`config.mk`:
```
export PLATFORM = sky130hd
export DESIGN_NAME = stack_ptr_unit
export DESIGN_NICKNAME = d
export VERILOG_FILES = /design/src/rtl/stk_pkg.sv /design/src/rtl/stk_bound_chk.sv /design/src/rtl/stk_sp_reg.sv /design/src/rtl/stk_ctrl.sv /design/src/rtl/stack_ptr_unit.sv
export SDC_FILE = /design/constraint.sdc
export NUM_CORES = 1
export LEC_CHECK = 0
export BUFFER_PORTS_ARGS = -buffer_cell sky130_fd_sc_hd__buf_4
export CAP_MARGIN = 0
export CORE_MARGIN = 3
export CORE_UTILIZATION = 50
export DETAILED_ROUTE_END_ITERATION = 10
export GPL_TIMING_DRIVEN = 1
export PLACE_DENSITY = 0.79
export SETUP_SLACK_MARGIN = 0.5
export SLEW_MARGIN = 20
export SYNTH_ARGS = -nofsm -noshare
export SYNTH_HDL_FRONTEND = slang
export SYNTH_SLANG_ARGS = --single-unit
```
`constraint.sdc`:
```
create_clock -name clk_i -period 6.04 [get_ports clk_i]
set_clock_uncertainty 0.05 [all_clocks]
set_input_delay 1.812 -clock clk_i [delete_from_list [all_inputs] [get_ports clk_i]]
set_output_delay 1.812 -clock clk_i [all_outputs]
set_load 0.02 [all_outputs]
```
`src/rtl/stk_pkg.sv`:
```
package stk_pkg;
  typedef enum logic [1:0] {
    ST_IDLE  = 2'd0,
    ST_WRITE = 2'd1,
    ST_READ  = 2'd2
  } stk_state_e;
endpackage

```
`src/rtl/stk_bound_chk.sv`:
```
module stk_bound_chk #(
  parameter int AW = 32
) (
  input  logic [AW-1:0] sp_i,
  input  logic [AW-1:0] top_bound_i,
  input  logic [AW-1:0] bot_bound_i,
  output logic          push_ok_o,
  output logic          pop_ok_o
);
  // pure compares, pointer untouched
  assign push_ok_o = sp_i > top_bound_i;
  assign pop_ok_o  = sp_i <= bot_bound_i;
endmodule

```
`src/rtl/stk_sp_reg.sv`:
```
module stk_sp_reg #(
  parameter int AW         = 32,
  parameter int WORD_BYTES = 4,
  parameter int SP_INIT    = 2000
) (
  input  logic          clk_i,
  input  logic          rst_ni,
  input  logic          dec_i,
  input  logic          inc_i,
  output logic [AW-1:0] sp_o
);
  localparam logic [AW-1:0] STEP  = AW'(WORD_BYTES);
  localparam logic [AW-1:0] INITV = AW'(SP_INIT);

  logic [AW-1:0] sp_q;

  always_ff @(posedge clk_i or negedge rst_ni) begin
    if (!rst_ni)    sp_q <= INITV;
    else if (dec_i) sp_q <= sp_q - STEP;
    else if (inc_i) sp_q <= sp_q + STEP;
  end

  assign sp_o = sp_q;
endmodule

```
`src/rtl/stk_ctrl.sv`:
```
module stk_ctrl
  import stk_pkg::*;
#(
  parameter int AW = 32,
  parameter int DW = 32
) (
  input  logic          clk_i,
  input  logic          rst_ni,
  input  logic          op_valid_i,
  input  logic          op_push_i,
  input  logic [DW-1:0] op_wdata_i,
  input  logic          push_ok_i,
  input  logic          pop_ok_i,
  input  logic [AW-1:0] sp_i,
  input  logic          mem_ack_i,
  input  logic [DW-1:0] mem_rdata_i,
  output logic          op_ready_o,
  output logic          sp_dec_o,
  output logic          sp_inc_o,
  output logic          mem_req_o,
  output logic          mem_we_o,
  output logic [AW-1:0] mem_addr_o,
  output logic [DW-1:0] mem_wdata_o,
  output logic [DW-1:0] pop_data_o,
  output logic          pop_valid_o,
  output logic          full_err_o,
  output logic          empty_err_o
);
  stk_state_e state_q, state_d;
  logic [DW-1:0] wdata_q, pdata_q;
  logic pvalid_q, ferr_q, eerr_q;
  logic accept, do_push, do_pop, rd_done;

  assign op_ready_o = (state_q == ST_IDLE);
  assign accept     = op_valid_i && op_ready_o;
  assign do_push    = accept && op_push_i && push_ok_i;
  assign do_pop     = accept && !op_push_i && pop_ok_i;
  assign rd_done    = (state_q == ST_READ) && mem_ack_i;

  // pre-decrement on push, post-increment on pop completion
  assign sp_dec_o = do_push;
  assign sp_inc_o = rd_done;

  always_comb begin
    state_d = state_q;
    unique case (state_q)
      ST_IDLE: begin
        if (do_push)     state_d = ST_WRITE;
        else if (do_pop) state_d = ST_READ;
      end
      ST_WRITE: if (mem_ack_i) state_d = ST_IDLE;
      ST_READ:  if (mem_ack_i) state_d = ST_IDLE;
      default:  state_d = ST_IDLE;
    endcase
  end

  always_ff @(posedge clk_i or negedge rst_ni) begin
    if (!rst_ni) begin
      state_q  <= ST_IDLE;
      wdata_q  <= '0;
      pdata_q  <= '0;
      pvalid_q <= 1'b0;
      ferr_q   <= 1'b0;
      eerr_q   <= 1'b0;
    end else begin
      state_q  <= state_d;
      if (do_push) wdata_q <= op_wdata_i;
      if (rd_done) pdata_q <= mem_rdata_i;
      pvalid_q <= rd_done;
      ferr_q   <= accept && op_push_i && !push_ok_i;
      eerr_q   <= accept && !op_push_i && !pop_ok_i;
    end
  end

  // sp is stable for the whole access, so it doubles as the address
  assign mem_req_o   = (state_q != ST_IDLE);
  assign mem_we_o    = (state_q == ST_WRITE);
  assign mem_addr_o  = sp_i;
  assign mem_wdata_o = wdata_q;
  assign pop_data_o  = pdata_q;
  assign pop_valid_o = pvalid_q;
  assign full_err_o  = ferr_q;
  assign empty_err_o = eerr_q;
endmodule

```
`src/rtl/stack_ptr_unit.sv`:
```
module stack_ptr_unit #(
  parameter int AW         = 32,
  parameter int DW         = 32,
  parameter int WORD_BYTES = 4,
  parameter int SP_INIT    = 2000
) (
  input  logic          clk_i,
  input  logic          rst_ni,
  input  logic [AW-1:0] top_bound_i,
  input  logic [AW-1:0] bot_bound_i,
  input  logic          op_valid_i,
  input  logic          op_push_i,
  input  logic [DW-1:0] op_wdata_i,
  output logic          op_ready_o,
  output logic [DW-1:0] pop_data_o,
  output logic          pop_valid_o,
  output logic          full_err_o,
  output logic          empty_err_o,
  output logic [AW-1:0] sp_o,
  output logic          mem_req_o,
  output logic          mem_we_o,
  output logic [AW-1:0] mem_addr_o,
  output logic [DW-1:0] mem_wdata_o,
  input  logic          mem_ack_i,
  input  logic [DW-1:0] mem_rdata_i
);
  logic push_ok, pop_ok, sp_dec, sp_inc;
  logic [AW-1:0] sp;

  stk_bound_chk #(.AW(AW)) u_bound (
    .sp_i        (sp),
    .top_bound_i (top_bound_i),
    .bot_bound_i (bot_bound_i),
    .push_ok_o   (push_ok),
    .pop_ok_o    (pop_ok)
  );

  stk_sp_reg #(.AW(AW), .WORD_BYTES(WORD_BYTES), .SP_INIT(SP_INIT)) u_sp (
    .clk_i  (clk_i),
    .rst_ni (rst_ni),
    .dec_i  (sp_dec),
    .inc_i  (sp_inc),
    .sp_o   (sp)
  );

  stk_ctrl #(.AW(AW), .DW(DW)) u_ctrl (
    .clk_i       (clk_i),
    .rst_ni      (rst_ni),
    .op_valid_i  (op_valid_i),
    .op_push_i   (op_push_i),
    .op_wdata_i  (op_wdata_i),
    .push_ok_i   (push_ok),
    .pop_ok_i    (pop_ok),
    .sp_i        (sp),
    .mem_ack_i   (mem_ack_i),
    .mem_rdata_i (mem_rdata_i),
    .op_ready_o  (op_ready_o),
    .sp_dec_o    (sp_dec),
    .sp_inc_o    (sp_inc),
    .mem_req_o   (mem_req_o),
    .mem_we_o    (mem_we_o),
    .mem_addr_o  (mem_addr_o),
    .mem_wdata_o (mem_wdata_o),
    .pop_data_o  (pop_data_o),
    .pop_valid_o (pop_valid_o),
    .full_err_o  (full_err_o),
    .empty_err_o (empty_err_o)
  );

  assign sp_o = sp;
endmodule

```
==> run_results.csv <==
group,metric,value,unit
power,pwr-share-clk,12.3,%
clock_tree,path_clk_slew,0.08,ns
logic_synthesis,syn_inst,692,
sta,setup_viol,0,
global_route,grt.overflow.total,0,
placement,dp_hpwl,15000,microns
clock_tree,clock_latency,0.36,ns
critical_path,critPathArrivalTime,5.74,ns
clock_tree,cts-root-buf,"clkbuf_16",
power,switchingPower,2260,uW
sta,worst_pin_slew,0.834,ns
sta,drv_slew,0,
floorplanning,rows,42,
critical_path,critical_path.max_fanout,6,
route,postRouteAntennaNets,0,
floorplanning,ios,267,
logic_synthesis,ys_warn_count,0,
critical_path,critical_path_class,"primary input to register",
logic_synthesis,synth_top_flop_cell,"dfrtp_1",
global_route,grt_pass1_vias,5819,
logic_synthesis,synth_area,6940,sq um
global_route,grt_max_degree,67,
power,seqPwrFrac,25.8,%
sta,rsz0062_at_grt,"yes",
route,drt_iter0_markers,289,
clock_tree,cts_max_level,3,
critical_path,cp-end-kind,"register",
critical_path,worstPathRequired,6.24,ns
floorplanning,start_util,51.8,%
logic_synthesis,async_flop_share,100,%
floorplanning,die_area,15300,sq um
sta,period_needed,5.55,ns
route,avgRoutedWirePerCell,17.5,microns
final_layout,post-route-util,73.5,%
final_layout,multi_input_comb_area,4260,sq um
logic_synthesis,avgSynthCellArea,10.0,sq um
critical_path,cpLargestDelayFamily,"simple AND/OR/NAND/NOR gates",
worst_hold_path,hold_depth,1,
final_layout,num-nets-final,1180,
route,vias_per_cell,5.34,
critical_path,timing.critical_path.from_type,"primary input",
critical_path,crit_slowest_cell,"or4_4",
critical_path,crit_path_max_incr_delay,0.44,ns
sta,hold_violations,0,
power,vdd_ir_drop_max,0.306,mV
logic_synthesis,ys_types,61,
clock_tree,cts.sinks,99,
route,drt-pass1-iter-count,5,
power,power_density,516,nW/um^2
critical_path,cp.depth,21,
sta,final.period_utilization,91.9,%
clock_tree,cts_tree,"yes",
logic_synthesis,synthTopCellsByArea,"dfrtp_1, ha_1, mux2_2",
logic_synthesis,synth_common_cells,"dfrtp_1, ha_1, mux2_2",
power,power,5080,uW
worst_hold_path,min_path_type,"register to register",
route,drt-total-wl,19800,microns
floorplanning,die_x,124,microns
final_layout,area_growth,41.8,%
power,share_comb_of_total_power,61.9,%
sta,relSlewSlack,43.9,%
global_route,antenna_found_initial,1,
route,post-route-drc-count,0,
sta,fmax,180,MHz
clock_tree,clockBufferDepth,2,
clock_tree,cts_buffers,9,
final_layout,layout-drive-gt1-share,47.5,%
logic_synthesis,synth_largest_area_cell,"dfrtp_1",
power,switching_share,44.4,%
status,outcome,"finished, final reports clean",
floorplanning,die_h,124,microns
run,cap_violations,0,
logic_synthesis,synth_top_area_share,33.5,%
global_route,grt_util_all_layers,24.0,%
power,p_int,2830,uW
critical_path,critical_path.cell_chain,"buf_6 -> inv_4 -> ha_4 -> nand4_1 -> nor4_2 -> buf_4 -> a221o_1 -> a31oi_1 -> o211a_2 -> or2_4 -> inv_12 -> ha_2 -> nor3_2 -> nor2_2 -> a311oi_2 -> a211oi_2 -> or4_4 -> buf_6 -> a31oi_4 -> xnor2_1 -> mux2_4",
logic_synthesis,synth-seq-cells,99,
global_route,grt_pass1_wl,28900,microns
logic_synthesis,ys_seq_area_share,35.8,%
placement,place_congestion,0.933,
route,vias,6064,
critical_path,crit_path_frequent_cell,"buf_6",
critical_path,r2r_cells,18,
final_layout,seq_area,2480,sq um
final_layout,antenna_cells,0,
logic_synthesis,synth_edf_count,0,
final_layout,fillCellCount,1010,
power,p_leak,0.00499,uW
placement,numPortBuffers,262,
floorplanning,core_area,13400,sq um
logic_synthesis,yosysMostFrequentCell,"dfrtp_1",
critical_path,path_buf_inv,5,
==> power groups by stage <==
stage | clock network, uW | registers, uW | logic (uW)
3_3_place_gp | 0 | 1300 | 2900
4_1_cts | 638 | 1310 | 2970
6_report | 626 | 1310 | 3150
3_5_place_dp | 0 | 1310 | 2940
2_1_floorplan | 0 | 1620 | 1620
5_1_grt | 666 | 1360 | 3410
==> what timing repair did <==
action | 4_1_cts | 5_1_grt
pin swaps | 3 | 30
setup buffers | 0 | 16
gates cloned | 0 | 2
hold buffers | 0 | 0
gates resized for setup | 6 | 53
endpoints found under the setup margin | 5 | 10
==> per-stage QoR <==
stage	setup TNS (ns)	cells	setup WS (ns)	hold slack (ns)	instance area, sq um
3_3_place_gp	0	1102	0.0326	0.419	9100
2_1_floorplan	0	695	0.411	0.458	7120
5_1_grt	0	1136	0.324	0.467	9850
3_5_place_dp	-0.117	1102	-0.0642	0.426	9100
6_report	0	1136	0.492	0.439	9850
4_1_cts	0	1118	0.513	0.446	9440
==> state kept, by name, indices dropped and copies added, names as in the netlist <==
signal,count
u_sp.sp_o,30
u_ctrl.mem_wdata_o,32
u_ctrl.full_err_o,1
u_ctrl.state_q,2
u_ctrl.pop_data_o,32
u_ctrl.empty_err_o,1
u_ctrl.pop_valid_o,1
==> per-layer routing <==
layer  part of all wire (%)  vias up  track usage (%)
met2                     52      189             41.8
li1                       -     2970                -
met4                    1.6        2             5.54
met1                     41     2875             30.3
met3                    5.9       28             5.36
met5                  0.066        -                0
==> placed cells by master (no fill, tap or decap), types with 5 or more instances in the layout <==
cell type,instances
buf_4,289
dfrtp_1,93
ha_1,72
mux2_2,68
a21oi_1,59
inv_1,58
nor2_1,35
a21o_1,32
nand2_1,28
o21ai_0,26
xnor2_1,17
ha_4,16
nand4_1,15
xor2_1,10
a21oi_2,9
clkbuf_16,9
nor2b_1,6
mux2_1,6
buf_6,6
dfstp_2,6
inv_2,5
nor3_1,5
==> path summary, 6_finish.rpt <==
| path | startpoint | endpoint | slack, ns |
|---|---|---|---|
| worst max-delay path | top_bound_i[22] | u_sp.sp_o[29]$_DFFE_PN0P_ | 0.49 |
| worst min-delay path | u_ctrl.mem_wdata_o[31]$_DFFE_PN0P_ | u_ctrl.mem_wdata_o[31]$_DFFE_PN0P_ | 0.44 |
| worst max register to register | u_sp.sp_o[2]$_DFFE_PN0P_ | u_sp.sp_o[29]$_DFFE_PN0P_ | 1.44 |
| worst min register to register | u_ctrl.mem_wdata_o[31]$_DFFE_PN0P_ | u_ctrl.mem_wdata_o[31]$_DFFE_PN0P_ | 0.44 |
| max in group asynchronous | rst_ni | u_sp.sp_o[4]$_DFFE_PN1P_ | 3.44 |
| min in group asynchronous | rst_ni | u_ctrl.pop_data_o[29]$_DFFE_PN0P_ | 1.50 |
==> logic make-up after synthesis <==
logic type | synth area share (%)
xor+xnor | 3.41
compound gates | 15.3
buf+inv | 8.36
mux | 12.3
other cells | 0.0540
fa+ha+maj | 16.7
flops | 35.8
simple gates | 8.14
==> layout make-up <==
type                       count  share of cell area [%]
clock buffer                   9                    2.29
clock inverter                 7                   0.966
inverter                      68                    2.85
multi-input combinational    479                    43.3
sequential                    99                    25.2
tap                          176                    2.24
timing repair buffer         296                    22.9
timing repair inverter         2                   0.203
No activity file was read; power rests on OpenSTA's default activity.
